File: config.mk
export PLATFORM = sky130hd
export DESIGN_NAME = sock_irq_ctrl
export DESIGN_NICKNAME = d
export VERILOG_FILES = /design/src/rtl/sock_irq_pkg.sv /design/src/rtl/irq_flag_bank.sv /design/src/rtl/irq_ctrl_regs.sv /design/src/rtl/sock_irq_ctrl.sv
export SDC_FILE = /design/constraint.sdc
export NUM_CORES = 1
export LEC_CHECK = 0
export ABC_AREA = 1
export BUFFER_PORTS_ARGS = -buffer_cell sky130_fd_sc_hd__buf_4
export CAP_MARGIN = 30
export CORE_MARGIN = 2
export CORE_UTILIZATION = 45
export DETAILED_ROUTE_END_ITERATION = 8
export PLACE_DENSITY = 0.72
export RECOVER_POWER = 25
export SYNTH_ARGS = -nofsm -noshare
export SYNTH_HDL_FRONTEND = slang
export SYNTH_SLANG_ARGS = --single-unit
File: constraint.sdc
create_clock -name clk_i -period 1.2 [get_ports clk_i]
set_input_delay 0.24 -clock clk_i [delete_from_list [all_inputs] [get_ports clk_i]]
set_output_delay 0.24 -clock clk_i [all_outputs]
set_load 0.03 [all_outputs]
File: src/rtl/sock_irq_pkg.sv
package sock_irq_pkg;
  localparam int unsigned AW = 3;
  localparam logic [AW-1:0] A_LEG_FLAG  = 3'd0;
  localparam logic [AW-1:0] A_LEG_MASK  = 3'd1;
  localparam logic [AW-1:0] A_SKT_FLAG  = 3'd2;
  localparam logic [AW-1:0] A_SKT_MASK  = 3'd3;
  localparam logic [AW-1:0] A_CTRL      = 3'd4;
  localparam logic [AW-1:0] A_FUNC_FLAG = 3'd5;
  localparam int unsigned MODE_BIT = 2;  // 1: write-1-to-clear, 0: clear-on-read
endpackage

File: src/rtl/irq_flag_bank.sv
module irq_flag_bank #(
  parameter int unsigned N = 4
) (
  input  logic         clk_i,
  input  logic         rst_ni,
  input  logic [N-1:0] evt_i,
  input  logic         w1c_en_i,
  input  logic [N-1:0] w1c_bits_i,
  input  logic         rd_clr_i,
  output logic [N-1:0] flag_o
);
  logic [N-1:0] clr;

  always_comb begin
    clr = '0;
    if (w1c_en_i) clr = clr | w1c_bits_i;
    if (rd_clr_i) clr = clr | flag_o;
  end

  // set wins over clear
  always_ff @(posedge clk_i or negedge rst_ni) begin
    if (!rst_ni) flag_o <= '0;
    else         flag_o <= (flag_o & ~clr) | evt_i;
  end

  assert_evt_sets_R2: assert property (@(posedge clk_i) disable iff (!rst_ni)
    $past(rst_ni) |-> ((flag_o & $past(evt_i)) == $past(evt_i)));

  assert_no_clr_holds_R2: assert property (@(posedge clk_i) disable iff (!rst_ni)
    ($past(rst_ni) && !$past(w1c_en_i) && !$past(rd_clr_i))
      |-> ((flag_o & $past(flag_o)) == $past(flag_o)));

  assert_zero_bits_keep_R4: assert property (@(posedge clk_i) disable iff (!rst_ni)
    ($past(rst_ni) && $past(w1c_en_i) && !$past(rd_clr_i))
      |-> ((~flag_o & $past(flag_o) & ~$past(w1c_bits_i)) == '0));

  assert_read_clears_R3: assert property (@(posedge clk_i) disable iff (!rst_ni)
    ($past(rst_ni) && $past(rd_clr_i)) |-> ((flag_o & ~$past(evt_i)) == '0));
endmodule

File: src/rtl/irq_ctrl_regs.sv
module irq_ctrl_regs
  import sock_irq_pkg::*;
#(
  parameter int unsigned N_LEG = 4,
  parameter int unsigned N_SKT = 4,
  parameter int unsigned DW    = 8
) (
  input  logic             clk_i,
  input  logic             rst_ni,
  input  logic             wr_i,
  input  logic [AW-1:0]    addr_i,
  input  logic [DW-1:0]    wdata_i,
  output logic [N_LEG-1:0] leg_mask_o,
  output logic [N_SKT-1:0] skt_mask_o,
  output logic             w1c_mode_o
);
  logic unused_wdata;
  assign unused_wdata = ^wdata_i;

  always_ff @(posedge clk_i or negedge rst_ni) begin
    if (!rst_ni) begin
      leg_mask_o <= '0;
      skt_mask_o <= '0;
      w1c_mode_o <= 1'b0;
    end else if (wr_i) begin
      unique case (addr_i)
        A_LEG_MASK: leg_mask_o <= wdata_i[N_LEG-1:0];
        A_SKT_MASK: skt_mask_o <= wdata_i[N_SKT-1:0];
        A_CTRL:     w1c_mode_o <= wdata_i[MODE_BIT];
        default: ;
      endcase
    end
  end

  assert_mode_stable_R10: assert property (@(posedge clk_i) disable iff (!rst_ni)
    ($past(rst_ni) && !($past(wr_i) && $past(addr_i) == A_CTRL)) |-> $stable(w1c_mode_o));
endmodule

File: src/rtl/sock_irq_ctrl.sv
module sock_irq_ctrl
  import sock_irq_pkg::*;
#(
  parameter int unsigned N_LEG  = 4,
  parameter int unsigned N_SKT  = 4,
  parameter int unsigned N_FUNC = 2,
  parameter int unsigned DW     = 8
) (
  input  logic              clk_i,
  input  logic              rst_ni,
  input  logic [N_LEG-1:0]  leg_evt_i,
  input  logic [N_SKT-1:0]  skt_evt_i,
  input  logic [N_FUNC-1:0] func_evt_i,
  input  logic [AW-1:0]     addr_i,
  input  logic              wr_i,
  input  logic [DW-1:0]     wdata_i,
  input  logic              rd_i,
  output logic [DW-1:0]     rdata_o,
  output logic              csc_irq_o,
  output logic              func_irq_o
);
  logic [N_LEG-1:0]  leg_flag, leg_mask;
  logic [N_SKT-1:0]  skt_flag, skt_mask;
  logic [N_FUNC-1:0] func_flag;
  logic              w1c_mode;
  logic              leg_w1c, leg_rdclr, skt_w1c;

  assign leg_w1c   = wr_i && (addr_i == A_LEG_FLAG) && w1c_mode;
  assign leg_rdclr = rd_i && (addr_i == A_LEG_FLAG) && !w1c_mode;
  assign skt_w1c   = wr_i && (addr_i == A_SKT_FLAG);

  irq_ctrl_regs #(.N_LEG(N_LEG), .N_SKT(N_SKT), .DW(DW)) u_regs (
    .clk_i, .rst_ni, .wr_i, .addr_i, .wdata_i,
    .leg_mask_o(leg_mask), .skt_mask_o(skt_mask), .w1c_mode_o(w1c_mode)
  );

  irq_flag_bank #(.N(N_LEG)) u_leg (
    .clk_i, .rst_ni, .evt_i(leg_evt_i), .w1c_en_i(leg_w1c),
    .w1c_bits_i(wdata_i[N_LEG-1:0]), .rd_clr_i(leg_rdclr), .flag_o(leg_flag)
  );

  irq_flag_bank #(.N(N_SKT)) u_skt (
    .clk_i, .rst_ni, .evt_i(skt_evt_i), .w1c_en_i(skt_w1c),
    .w1c_bits_i(wdata_i[N_SKT-1:0]), .rd_clr_i(1'b0), .flag_o(skt_flag)
  );

  // functional interrupts: sampled level, never masked
  always_ff @(posedge clk_i or negedge rst_ni) begin
    if (!rst_ni) func_flag <= '0;
    else         func_flag <= func_evt_i;
  end

  assign csc_irq_o  = |(leg_flag & ~leg_mask) | |(skt_flag & ~skt_mask);
  assign func_irq_o = |func_flag;

  always_comb begin
    rdata_o = '0;
    unique case (addr_i)
      A_LEG_FLAG:  rdata_o[N_LEG-1:0]  = leg_flag;
      A_LEG_MASK:  rdata_o[N_LEG-1:0]  = leg_mask;
      A_SKT_FLAG:  rdata_o[N_SKT-1:0]  = skt_flag;
      A_SKT_MASK:  rdata_o[N_SKT-1:0]  = skt_mask;
      A_CTRL:      rdata_o[MODE_BIT]   = w1c_mode;
      A_FUNC_FLAG: rdata_o[N_FUNC-1:0] = func_flag;
      default: ;
    endcase
  end

  assert_full_mask_quiet_R7: assert property (@(posedge clk_i) disable iff (!rst_ni)
    (&leg_mask && &skt_mask) |-> !csc_irq_o);

  assert_func_unmasked_R9: assert property (@(posedge clk_i) disable iff (!rst_ni)
    ($past(rst_ni) && |$past(func_evt_i)) |-> func_irq_o);

  assert_skt_read_keeps_R5: assert property (@(posedge clk_i) disable iff (!rst_ni)
    ($past(rst_ni) && !$past(skt_w1c)) |-> ((skt_flag & $past(skt_flag)) == $past(skt_flag)));

  assert_evt_irq_R8: assert property (@(posedge clk_i) disable iff (!rst_ni)
    ($past(rst_ni) && |($past(leg_evt_i) & ~leg_mask)) |-> csc_irq_o);
endmodule

# --- Word level (Yosys, flattened, before mapping) ---
# Cells that the tools add are included.
word_totals:
  ff_bits: 19
  inputBits: 25
  elab_cells: 42
classes:
  n_eq_ne: 5
  muxes: 6
  bitwise_logic: 12
  n_reduce_logical: 13
ops:
  columns: ["cell", "count"]
  rows:
  - ["$and 4x4->4", 4]
  - ["$not 4->4", 4]
  - ["$mux 4", 3]
  - ["$or 4x4->4", 3]
  - ["$pmux 2 s5", 1]
  - ["$reduce_or 4->1", 2]
  - ["$eq 3x2->1 const B", 2]
  - ["$eq 3x3->1 const B", 2]
  - ["$reduce_and 2->1", 3]
  - ["$logic_and 1x1->1", 5]
  - ["$pmux 1 s5", 1]
  - ["$pmux 1 s4", 1]
  - ["$eq 3x1->1 const B", 1]
  - ["$logic_not 3->1", 1]
  - ["$reduce_or 2->1", 1]
  - ["$logic_not 1->1", 1]
  - ["$or 1x1->1", 1]

# --- Longest topological paths before layout ---
# Gate-level depths: netlist of the first run.
depth:
  word_depth: 9
  depth_mapped: 7

# --- Modules after synthesis ---
# From an unflattened synthesis of the first run, not the netlist that was laid out.
unflattened:
  hier_cells: 162
  hier_area_um2: 1169.9
by_module_without_submodules:
  columns: ["mod", "instances", "cells_each", "area_per_inst_um2"]
  rows:
  - ["irq_ctrl_regs", 1, 48, 422.9]
  - ["sock_irq_ctrl", 1, 72, 409.1]
  - ["irq_flag_bank", 2, 21, 168.9]

# --- Worst setup path after synthesis of the first run ---
# Ideal clock, no wire load.
synth_path:
  path_kind: "input -> output"
  startpoint: "input port addr_i[1]"
  endpoint: "output port rdata_o[3]"
  arrival_ns: 0.992
  setup_slack_ns: -0.032
  path_stages: 7
  n_path_buf: 0
  path_cell_list: "nor2_1 > nand2_1 > inv_1 > nand2_1 > nand2_1 > inv_1 > nand2_1"
synth_between:
  elab_chain_cells: 2
synth_rtl:
  columns: ["element", "line", "text"]
  rows:
  - ["start, declared", "sock_irq_ctrl.sv:14", "input logic [AW-1:0] addr_i,"]
  - ["$eq 3x2->1, or another cell as far along", "sock_irq_ctrl.sv:58", "unique case (addr_i)"]
  - ["$pmux 1 s4 (*)", "sock_irq_ctrl.sv:58", null]
  - ["end, declared", "sock_irq_ctrl.sv:18", "output logic [DW-1:0] rdata_o,"]
# Every way passes the cells marked *; elsewhere a longest branch is shown, timed or not.

# --- Final worst setup path of the first run ---
layout_path:
  startpoint: "register u_skt.flag_o[3]"
  endpoint: "output port csc_irq_o"
layout_between:
  elab_chain_cells: 3
layout_rtl:
  columns: ["element", "line", "text"]
  rows:
  - ["start, declared", "irq_flag_bank.sv:10", "output logic [N-1:0] flag_o"]
  - ["start signal, assigned", "irq_flag_bank.sv:23", "else flag_o <= (flag_o & ~clr) | evt_i;"]
  - ["$and 4x4->4", "sock_irq_ctrl.sv:53", "assign csc_irq_o = |(leg_flag & ~leg_mask) | |(skt_flag & ~skt_mask);"]
  - ["$reduce_or 4->1", "sock_irq_ctrl.sv:53", null]
  - ["$or 1x1->1", "sock_irq_ctrl.sv:53", null]
  - ["end, declared", "sock_irq_ctrl.sv:19", "output logic csc_irq_o,"]
# No other way between the ends.

==> flow_metrics.env, run 1 <==
export IMPL_setup_violations=6
export IMPL_ys_seq_area_frac=0.444
export IMPL_hp_class="input pin to flop"
export IMPL_die_h_um=52.8
export IMPL_start_util=0.480
export IMPL_dpl_cell_area_mm2=0.00135
export IMPL_portBuffers=26
export IMPL_synth_edff_count=0
export IMPL_r2r_cells=7
export IMPL_synth_simple_area_share=0.354
export IMPL_dr_pass1_iters=4
export IMPL_clockBufferDepth=2
export IMPL_cts_sinks=19
export IMPL_drive_above_1_share=0.323
export IMPL_path_class="flop to primary output"
export IMPL_htree_levels=1
export IMPL_r2r_end="u_leg.flag_o[3]"
export IMPL_fin_ws_ns=-0.256
export IMPL_hold_end="func_flag[1]"
export IMPL_drtIter0Drc=56
export IMPL_ir_worst_vdd_mv=0.737
export IMPL_max_stage_delay_ns=0.42
export IMPL_crit_required_ns=0.96
export IMPL_final_area_mm2=0.00151
export IMPL_synth_compound_area_share=0.0654
export IMPL_postRouteAntennaNets=0
export IMPL_p_per_area_mw_per_mm2=1030
export IMPL_violations="negative setup slack"
export IMPL_grt_overflow_total=0
export IMPL_cp_end_kind="primary output"
export IMPL_worst_path_max_fanout=3
export IMPL_cts_tree="yes"
export IMPL_worstPathCellList="nand2_1 > o21ai_0 > nor2_1 > nand2_1 > buf_6"
export IMPL_finalClockSkew_ns=0.000119
export IMPL_crit_start="u_skt.flag_o[3]"
export IMPL_holdWs_ns=0.0576
export IMPL_path_clk_slew_ns=0.10
export IMPL_viasPerCell=4.91
export IMPL_drc=0
export IMPL_routed_wl_um=2740
export IMPL_synth_top_area_share=0.444
export IMPL_pin_count=35
export IMPL_cp_common_cell="nand2_1"
export IMPL_nFillCells=196
export IMPL_synthArstFlopShare=1.00
export IMPL_rsz0062_at_grt="yes"
export IMPL_cp_data_arrival_time_ns=1.22
export IMPL_grt_first_pass_wirelength_um=4340
export IMPL_row_count=17
export IMPL_antennaDiodeCount=0
export IMPL_hold_violations=0
export IMPL_layout_nets=227
export IMPL_dominantRegCellSynth="dfrtp_1"
export IMPL_routedWlPerCell_um=12.0
export IMPL_drv_slew=0
export IMPL_synth_top_family_by_area="simple AND/OR/NAND/NOR gates"
export IMPL_synth_cells=155
export IMPL_place_congestion=0.878
export IMPL_place_hpwl_um=1930
export IMPL_synthAdderAreaFrac=0
export IMPL_p_total_uw=1550
export IMPL_core_area_mm2=0.00223
export IMPL_synth_area_leaders="dfrtp_1, nand2_1, inv_1"
export IMPL_period_minus_slack_ns=1.46
export IMPL_p_leak_uw=0.000856
export IMPL_finalCritPeriodShare=1.21
export IMPL_drv_cap=0
export IMPL_insertion_delay_ns=0.30
export IMPL_die_area_mm2=0.00279
export IMPL_yosysWarnings=0
export IMPL_cts_root_buf="clkbuf_4"
export IMPL_syn_to_final_growth_pct=41.1
export IMPL_grt_pass1_vias=1027
export IMPL_status="complete, but fails checks"
export IMPL_timing_fmax_mhz=687
export IMPL_syn_avg_cell_area_um2=6.91
export IMPL_critPathLaunchType="flop"
export IMPL_crit_slowest_cell="dfrtp_1"
export IMPL_hold_start="func_evt_i[1]"
export IMPL_synth_area_leader_cell="dfrtp_1"
export IMPL_synthMuxAreaShare=0
export IMPL_synth_area_mm2=0.00107
export IMPL_grt_antenna_before_repair=0
export IMPL_grt_max_degree=20
export IMPL_grt_usage=0.219
export IMPL_ys_ff_latch=19
export IMPL_min_path_cells=1
export IMPL_synth_cell_types=16
export IMPL_synthTopCellsByCount="nand2_1, inv_1, dfrtp_1"
export IMPL_numCtsBuffers=3
export IMPL_reg2reg_slack_ns=0.14
export IMPL_dieWidth_um=52.8
export IMPL_timing_rr_start="u_regs.w1c_mode_o"
export IMPL_vias=1125
export IMPL_synth_most_common_cell="nand2_1"
export IMPL_synth_xor_area_share=0
-- cell type report --
class                      instances  area [um^2]  area share
multi-input combinational        105          504       0.334
sequential                        19          475       0.315
timing repair buffer              43          358       0.237
inverter                          30          113      0.0745
tap                               28         35.0      0.0232
clock buffer                       4         26.3      0.0174
-- kinds of logic (layout without fill, tap and decap cells) --
group | Yosys count | after routing
buffers and inverters | 34 | 77
AND/OR/NAND/NOR | 88 | 88
flip-flops | 19 | 19
AO/OA/AOI/OAI | 13 | 13
other | 1 | 4
-- flip-flops by register name (all words and copies together) (netlist names) --
name               cells
u_regs.leg_mask_o      4
u_skt.flag_o           4
u_leg.flag_o           4
u_regs.skt_mask_o      4
func_flag              2
u_regs.w1c_mode_o      1
-- worst max-delay path, delay by kind of cell (launching register included) --
family	cells	cell delay (ns)
buffers and inverters	1	0.14
AOI/OAI and AO/OA	1	0.08
and+or+nand+nor	3	0.26
DFF	1	0.42
-- where the power goes --
| group | switching, uW | internal [uW] | total [uW] |
|---|---|---|---|
| sequential | 52.6 | 711 | 764 |
| clock | 198 | 130 | 328 |
| combinational | 252 | 209 | 462 |
| total | 503 | 1050 | 1550 |
-- stage by stage --
step                      TNS [ns]  worst slack [ns]   util  std cells
after floorplan                  0            0.0104      -        158
after global placement       -1.45            -0.178  0.604        215
after detailed placement     -2.12            -0.237  0.604        215
after CTS                    -1.13            -0.226  0.654        225
after global routing         -1.70            -0.306  0.677        229
final                        -1.31            -0.256  0.677        229
-- what timing repair did --
action / in CTS / in global routing
hold buffers: 1 / 0
endpoints found under the setup margin: 6 / 10
pin swaps: 13 / 8
buffers inserted: 5 / 4
endpoints found under the hold margin: 19 / 0
gates resized for setup: 15 / 9
-- metal layers --
| metal | track usage | wire [um] |
|---|---|---|
| met2 | 0.375 | 1380 |
| met3 | 0.0257 | 170 |
| met5 | 0 | 0 |
| met1 | 0.260 | 1090 |
| met4 | 0.128 | 103 |
-- cell usage in the layout (no fill, tap or decap), types with 2 or more instances in the layout --
cell type,Yosys,routed
buf_4,4,32
buf_6,0,6
clkbuf_4,0,5
conb_1,1,4
dfrtp_1,19,19
inv_1,30,23
inv_2,0,7
nand2_1,51,49
nand2_2,0,2
nand3_1,13,10
nand3_2,0,3
nand4_1,4,4
nor2_1,17,14
nor2_2,0,3
o21ai_0,8,7
o21ai_1,1,2
-- worst max-delay path by stage --
| stage | to | depth (start not counted) |
|---|---|---|
| 2_1_floorplan | rdata_o[0] | 5 |
| 3_3_place_gp | rdata_o[0] | 7 |
| 3_5_place_dp | rdata_o[0] | 7 |
| 4_1_cts | csc_irq_o | 5 |
| 5_1_grt | rdata_o[0] | 9 |
| 6_report | csc_irq_o | 5 |
Note: power is estimated with default switching activity, not from simulation.
==> run 2: changes to the inputs <==
--- a/config.mk
+++ b/config.mk
@@ -11,6 +11,7 @@
 export CORE_MARGIN = 2
 export CORE_UTILIZATION = 45
 export DETAILED_ROUTE_END_ITERATION = 8
+export GPL_ROUTABILITY_DRIVEN = 0
 export PLACE_DENSITY = 0.72
 export RECOVER_POWER = 25
 export SYNTH_ARGS = -nofsm -noshare
==> constraint.sdc (replaced) <==
create_clock -name clk_i -period 1.2 [get_ports clk_i]
set_input_delay 0.12 -clock clk_i [delete_from_list [all_inputs] [get_ports clk_i]]
set_output_delay 0.12 -clock clk_i [all_outputs]
set_load 0.03 [all_outputs]
==> run 2 against run 1 <==
Effect of this change:
- the run ends with negative hold slack, negative setup slack left
- combinational power shrank 6.9%
- critical path depth did not move
- fmax rose by 8.3%
- core utilization decreased by 0.22 points
- routed wire length shrank 1.6%
- global-route usage hardly changed
- cell count is 0.44% higher
- critical endpoint unchanged
==> flow_metrics.env, run 2 (synthesized netlist as in run 1, its figures left out) <==
export IMPL_postRouteAntennaNets=0
export IMPL_htree_levels=1
export IMPL_syn_to_final_growth_pct=40.7
export IMPL_routed_wl_um=2700
export IMPL_p_sw_frac=0.330
export IMPL_fin_ws_ns=-0.144
export IMPL_row_count=17
export IMPL_drc=0
export IMPL_switchingPower_uw=509
export IMPL_p_seq_frac=0.496
export IMPL_grt_max_degree=20
export IMPL_layout_common_cells="nand2_1, buf_4, inv_1"
export IMPL_place_hpwl_um=1900
export IMPL_critPathLaunchType="flop"
export IMPL_hp_class="input pin to flop"
export IMPL_fin_tns_setup_ns=-0.498
export IMPL_die_area_mm2=0.00279
export IMPL_dr_pass1_iters=5
export IMPL_place_ws_ns=0.0365
export IMPL_timing_fmax_mhz=744
export IMPL_layout_nets=228
export IMPL_grt_pass1_vias=1033
export IMPL_p_int_uw=1030
export IMPL_start_util=0.480
export IMPL_dieWidth_um=52.8
export IMPL_path_clk_slew_ns=0.11
export IMPL_crit_required_ns=1.08
export IMPL_antennaDiodeCount=0
export IMPL_insertion_delay_ns=0.31
export IMPL_cts_sinks=19
export IMPL_finalClockSkew_ns=0.00118
export IMPL_timing_rr_start="u_regs.w1c_mode_o"
export IMPL_min_path_cells=3
export IMPL_hold_end="u_leg.flag_o[0]"
export IMPL_holdWs_ns=-0.000947
export IMPL_final_common_cell="nand2_1"
export IMPL_portBuffers=26
export IMPL_setup_violations=6
export IMPL_r2r_end="u_leg.flag_o[3]"
export IMPL_cts_root_buf="clkbuf_4"
export IMPL_drive_above_1_share=0.243
export IMPL_p_per_area_mw_per_mm2=1020
export IMPL_vias=1148
export IMPL_core_area_mm2=0.00223
export IMPL_die_h_um=52.8
export IMPL_r2r_cells=7
export IMPL_pin_count=35
export IMPL_violations="negative hold slack, negative setup slack"
export IMPL_ir_worst_vdd_mv=0.794
export IMPL_cp_end_kind="primary output"
export IMPL_clockBufferDepth=2
export IMPL_hold_violations=1
export IMPL_p_total_uw=1540
export IMPL_cp_data_arrival_time_ns=1.22
export IMPL_path_class="flop to primary output"
export IMPL_numCtsBuffers=3
export IMPL_hold_start="leg_evt_i[0]"
export IMPL_place_inst=212
export IMPL_grt_antenna_before_repair=0
export IMPL_grt_usage=0.219
export IMPL_p_leak_uw=0.000853
export IMPL_worst_path_max_fanout=3
export IMPL_status="complete, but fails checks"
export IMPL_drtIter0Drc=44
export IMPL_period_minus_slack_ns=1.34
export IMPL_p_comb_frac=0.279
export IMPL_rsz0062_at_grt="yes"
export IMPL_finalCritPeriodShare=1.12
export IMPL_drv_slew=0
export IMPL_grt_overflow_total=0
export IMPL_viasPerCell=4.99
export IMPL_grt_first_pass_wirelength_um=4320
export IMPL_p_clk_frac=0.225
export IMPL_reg2reg_slack_ns=0.14
export IMPL_cts_tree="yes"
export IMPL_drv_cap=0
export IMPL_routedWlPerCell_um=11.7
export IMPL_stdcell_count=230
run 2: cell count changes in the layout (fill, tap and decap cells not counted):
| cell | before | now |
|---|---|---|
| nor2_2 | 3 | 2 |
| nand3_1 | 10 | 13 |
| buf_12 | 1 | 0 |
| buf_4 | 32 | 27 |
| nor2_1 | 14 | 15 |
| nand3_2 | 3 | 0 |
| nand2_1 | 49 | 51 |
| nand2_2 | 2 | 0 |
| inv_2 | 7 | 5 |
| dlygate4sd3_1 | 1 | 10 |
| inv_1 | 23 | 25 |
| clkbuf_4 | 5 | 3 |
run 2: per-layer routing:
| layer | global-route usage | share of wire |
|---|---|---|
| met1 | 0.280 | 0.42 |
| met2 | 0.350 | 0.46 |
| met3 | 0.0343 | 0.075 |
| met4 | 0.120 | 0.043 |
| met5 | 0 | 0 |
run 2: per-stage QoR:
step / util / area [um^2]
CTS: 0.662 / 1480
detailed placement: 0.588 / 1310
global placement: 0.588 / 1310
global route: 0.675 / 1510
floorplan: - / 1080
finish: 0.675 / 1510
run 2: final cells by class:
type	instances	area, um^2
repair buffers	44	375
clock buffers	4	26.3
multi-input cells	105	482
well taps	28	35.0
inverters	30	113
fillers	176	727
flip-flops and latches	19	475
run 2: worst max-delay path, stage by stage, from the launching register on:
cell and delay (ns):
dfrtp_1 0.41, inv_2 0.08, o22ai_2 0.07, nor2_1 0.14
nand2_1 0.08, buf_6 0.14
run 2: how the worst max path moves through the flow:
stage / cells past startpoint / end / startpoint
after floorplan: 7 / rdata_o[3] / addr_i[1]
after global routing: 5 / csc_irq_o / u_skt.flag_o[0]
after global placement: 7 / rdata_o[0] / addr_i[2]
final: 5 / csc_irq_o / u_leg.flag_o[0]
after detailed placement: 7 / rdata_o[0] / addr_i[2]
after CTS: 4 / csc_irq_o / u_regs.leg_mask_o[0]
run 2: timing repair:
item / CTS / global route
hold buffers: 10 / 0
buffers inserted: 2 / 2
pin swaps: 8 / 8
hold endpoints to repair: 28 / 0
setup endpoints to repair: 6 / 10
cloned: 0 / 0
resized for setup: 11 / 6
run 2: power by group through the flow:
stage	clock [uW]	combinational, uW	sequential (uW)
2_1_floorplan	0	222	756
5_1_grt	371	472	770
3_5_place_dp	0	357	773
6_report	346	430	764
3_3_place_gp	0	349	768
4_1_cts	341	417	758
==> run 3: changes to the inputs <==
--- a/config.mk
+++ b/config.mk
@@ -5,7 +5,7 @@
 export SDC_FILE = /design/constraint.sdc
 export NUM_CORES = 1
 export LEC_CHECK = 0
-export ABC_AREA = 1
+export ABC_AREA = 0
 export BUFFER_PORTS_ARGS = -buffer_cell sky130_fd_sc_hd__buf_4
 export CAP_MARGIN = 30
 export CORE_MARGIN = 2
@@ -14,6 +14,7 @@
 export GPL_ROUTABILITY_DRIVEN = 0
 export PLACE_DENSITY = 0.72
 export RECOVER_POWER = 25
+export REMOVE_ABC_BUFFERS = 1
 export SYNTH_ARGS = -nofsm -noshare
 export SYNTH_HDL_FRONTEND = slang
 export SYNTH_SLANG_ARGS = --single-unit
==> run 3 against run 2 <==
Effect of this change:
- the flow finishes with violations (negative setup slack)
- cell area increased by 8.4%
- worst hold slack improved by 0.0096 ns
- setup slack got worse by 0.29 ns
- critical endpoint unchanged
- highest routed layer unchanged
==> flow_metrics.env, run 3 <==
export IMPL_antennaDiodeCount=0
export IMPL_synth_cell_types=34
export IMPL_drive_above_1_share=0.601
export IMPL_numCtsBuffers=3
export IMPL_fin_ws_ns=-0.435
export IMPL_synth_area_leader_cell="dfrtp_1"
export IMPL_p_int_uw=1210
export IMPL_drc=0
export IMPL_min_path_cells=2
export IMPL_grt_antenna_before_repair=0
export IMPL_place_ws_ns=-0.154
export IMPL_hold_end="u_skt.flag_o[3]"
export IMPL_crit_required_ns=1.08
export IMPL_die_h_um=52.9
export IMPL_routedWlPerCell_um=15.9
export IMPL_critPathLaunchType="flop"
export IMPL_core_area_mm2=0.00223
export IMPL_portBuffers=26
export IMPL_drv_cap=0
export IMPL_path_class="flop to primary output"
export IMPL_layout_common_cells="buf_4, dfrtp_1, buf_6"
export IMPL_drv_slew=0
export IMPL_r2r_cells=5
export IMPL_setup_violations=6
export IMPL_syn_avg_cell_area_um2=11.0
export IMPL_grt_first_pass_wirelength_um=4510
export IMPL_vias=954
export IMPL_dominantRegCellSynth="dfrtp_1"
export IMPL_grt_pass1_vias=968
export IMPL_reg2reg_slack_ns=-0.01
export IMPL_p_leak_uw=0.000765
export IMPL_synth_top_area_share=0.441
export IMPL_nFillCells=163
export IMPL_synthTopCellsByCount="dfrtp_1, inv_1, mux2_2"
export IMPL_routed_wl_um=2870
export IMPL_start_util=0.482
export IMPL_pin_count=35
export IMPL_hold_violations=0
export IMPL_grt_max_degree=20
export IMPL_hold_start="skt_evt_i[3]"
export IMPL_ys_ff_latch=19
export IMPL_syn_to_final_growth_pct=51.6
export IMPL_switchingPower_uw=505
export IMPL_cts_sinks=19
export IMPL_path_clk_slew_ns=0.10
export IMPL_postRouteAntennaNets=0
export IMPL_p_sw_frac=0.295
export IMPL_status="complete, but fails checks"
export IMPL_row_count=17
export IMPL_p_seq_frac=0.461
export IMPL_rsz0062_at_grt="yes"
export IMPL_finalCritPeriodShare=1.36
export IMPL_cts_tree="yes"
export IMPL_hp_class="input pin to flop"
export IMPL_htree_levels=1
export IMPL_p_per_area_mw_per_mm2=1050
export IMPL_drtIter0Drc=10
export IMPL_timing_rr_start="u_regs.w1c_mode_o"
export IMPL_die_area_mm2=0.00280
export IMPL_period_minus_slack_ns=1.63
export IMPL_r2r_end="u_leg.flag_o[3]"
export IMPL_cts_root_buf="clkbuf_4"
export IMPL_yosysWarnings=0
export IMPL_finalClockSkew_ns=0.000122
export IMPL_ys_seq_area_frac=0.441
export IMPL_synth_area_mm2=0.00108
export IMPL_fin_tns_setup_ns=-1.93
export IMPL_timing_fmax_mhz=612
export IMPL_insertion_delay_ns=0.29
export IMPL_grt_usage=0.229
export IMPL_cp_data_arrival_time_ns=1.51
export IMPL_synth_edff_count=0
export IMPL_place_hpwl_um=1990
export IMPL_p_clk_frac=0.186
export IMPL_dieWidth_um=52.9
export IMPL_postLayoutCoreUtil=0.731
export IMPL_worst_path_max_fanout=2
export IMPL_synthArstFlopShare=1.00
export IMPL_dr_pass1_iters=4
export IMPL_violations="negative setup slack"
export IMPL_layout_nets=179
export IMPL_p_comb_frac=0.353
export IMPL_synth_cells=98
export IMPL_grt_overflow_total=0
export IMPL_viasPerCell=5.27
export IMPL_clockBufferDepth=2
export IMPL_synth_area_leaders="dfrtp_1, mux2_2, mux2_4"
export IMPL_ir_worst_vdd_mv=0.744
export IMPL_synth_most_common_cell="dfrtp_1"
export IMPL_final_common_cell="buf_4"
export IMPL_cp_end_kind="primary output"
run 3: cell types whose count changed after synthesis, moves of 3 or more:
cell	delta
nand2_1	-47
inv_1	-22
nor2_1	-15
nand3_1	-9
o21ai_0	-8
mux2_2	+7
a21oi_1	+4
a31o_2	+4
mux2_4	+4
nand4_1	-4
or2_1	+4
o22ai_1	+3
run 3: worst max path at each step:
stage	start	endpoint	slack, ns
after floorplan	u_leg.flag_o[2]	csc_irq_o	-0.08
after global placement	u_leg.flag_o[2]	csc_irq_o	-0.13
after detailed placement	u_skt.flag_o[3]	csc_irq_o	-0.15
after CTS	u_regs.leg_mask_o[1]	csc_irq_o	-0.47
after global routing	u_skt.flag_o[1]	csc_irq_o	-0.49
final	u_skt.flag_o[1]	csc_irq_o	-0.43
run 3: area by class of cell:
cell class,instances,area (um^2),share of cell area
Multi-Input combinational cell,66,604,0.370
Sequential cell,19,475,0.291
Timing Repair Buffer,56,462,0.283
Tap cell,28,35.0,0.0215
Inverter,8,30.0,0.0184
Clock buffer,4,26.3,0.0161
run 3: kinds of logic (layout without fill, tap and decap cells):
family	count (synthesis)	count (layout)	share of synthesized area
other cells	1	4	0.00348
compound gates	19	19	0.120
simple gates	29	29	0.182
mux	14	14	0.168
buf+inv	16	68	0.0848
flops	19	19	0.441
run 3: what timing repair did:
action	CTS	global route
setup endpoints to repair	6	10
hold endpoints to repair	22	0
hold buffers	4	0
pin swaps	5	10
gates resized for setup	12	16
setup buffers	3	4
run 3: stage by stage:
step / hold WS, ns / total power (uW) / instances / instance area [um^2]
finish: 0.00863 / 1710 / 181 / 1630
floorplan: -0.176 / 1020 / 93 / 1030
global route: 0.00393 / 1800 / 181 / 1630
global placement: 0.00467 / 1250 / 166 / 1400
detailed placement: 0.00814 / 1260 / 166 / 1400
CTS: 0.00396 / 1660 / 177 / 1540
run 3: power groups by stage:
stage	clock network [uW]	logic [uW]	registers [uW]
after floorplan	0	246	773
after global placement	0	460	790
after detailed placement	0	471	793
after CTS	331	542	782
after global routing	356	648	796
final	319	605	790
run 3: worst max-delay path, cell delays in order, from the launching register on:
cell	delay [ns]
dfrtp_1	0.40
inv_2	0.08
o22ai_2	0.06
or4_4	0.53
buf_6	0.15
run 3: per-layer routing:
layer,up-vias,part of all wire,track usage
met3,2,0.025,0.0282
met4,0,0.0059,0.0897
li1,451,-,-
met2,17,0.51,0.369
met5,-,0,0
met1,484,0.46,0.313
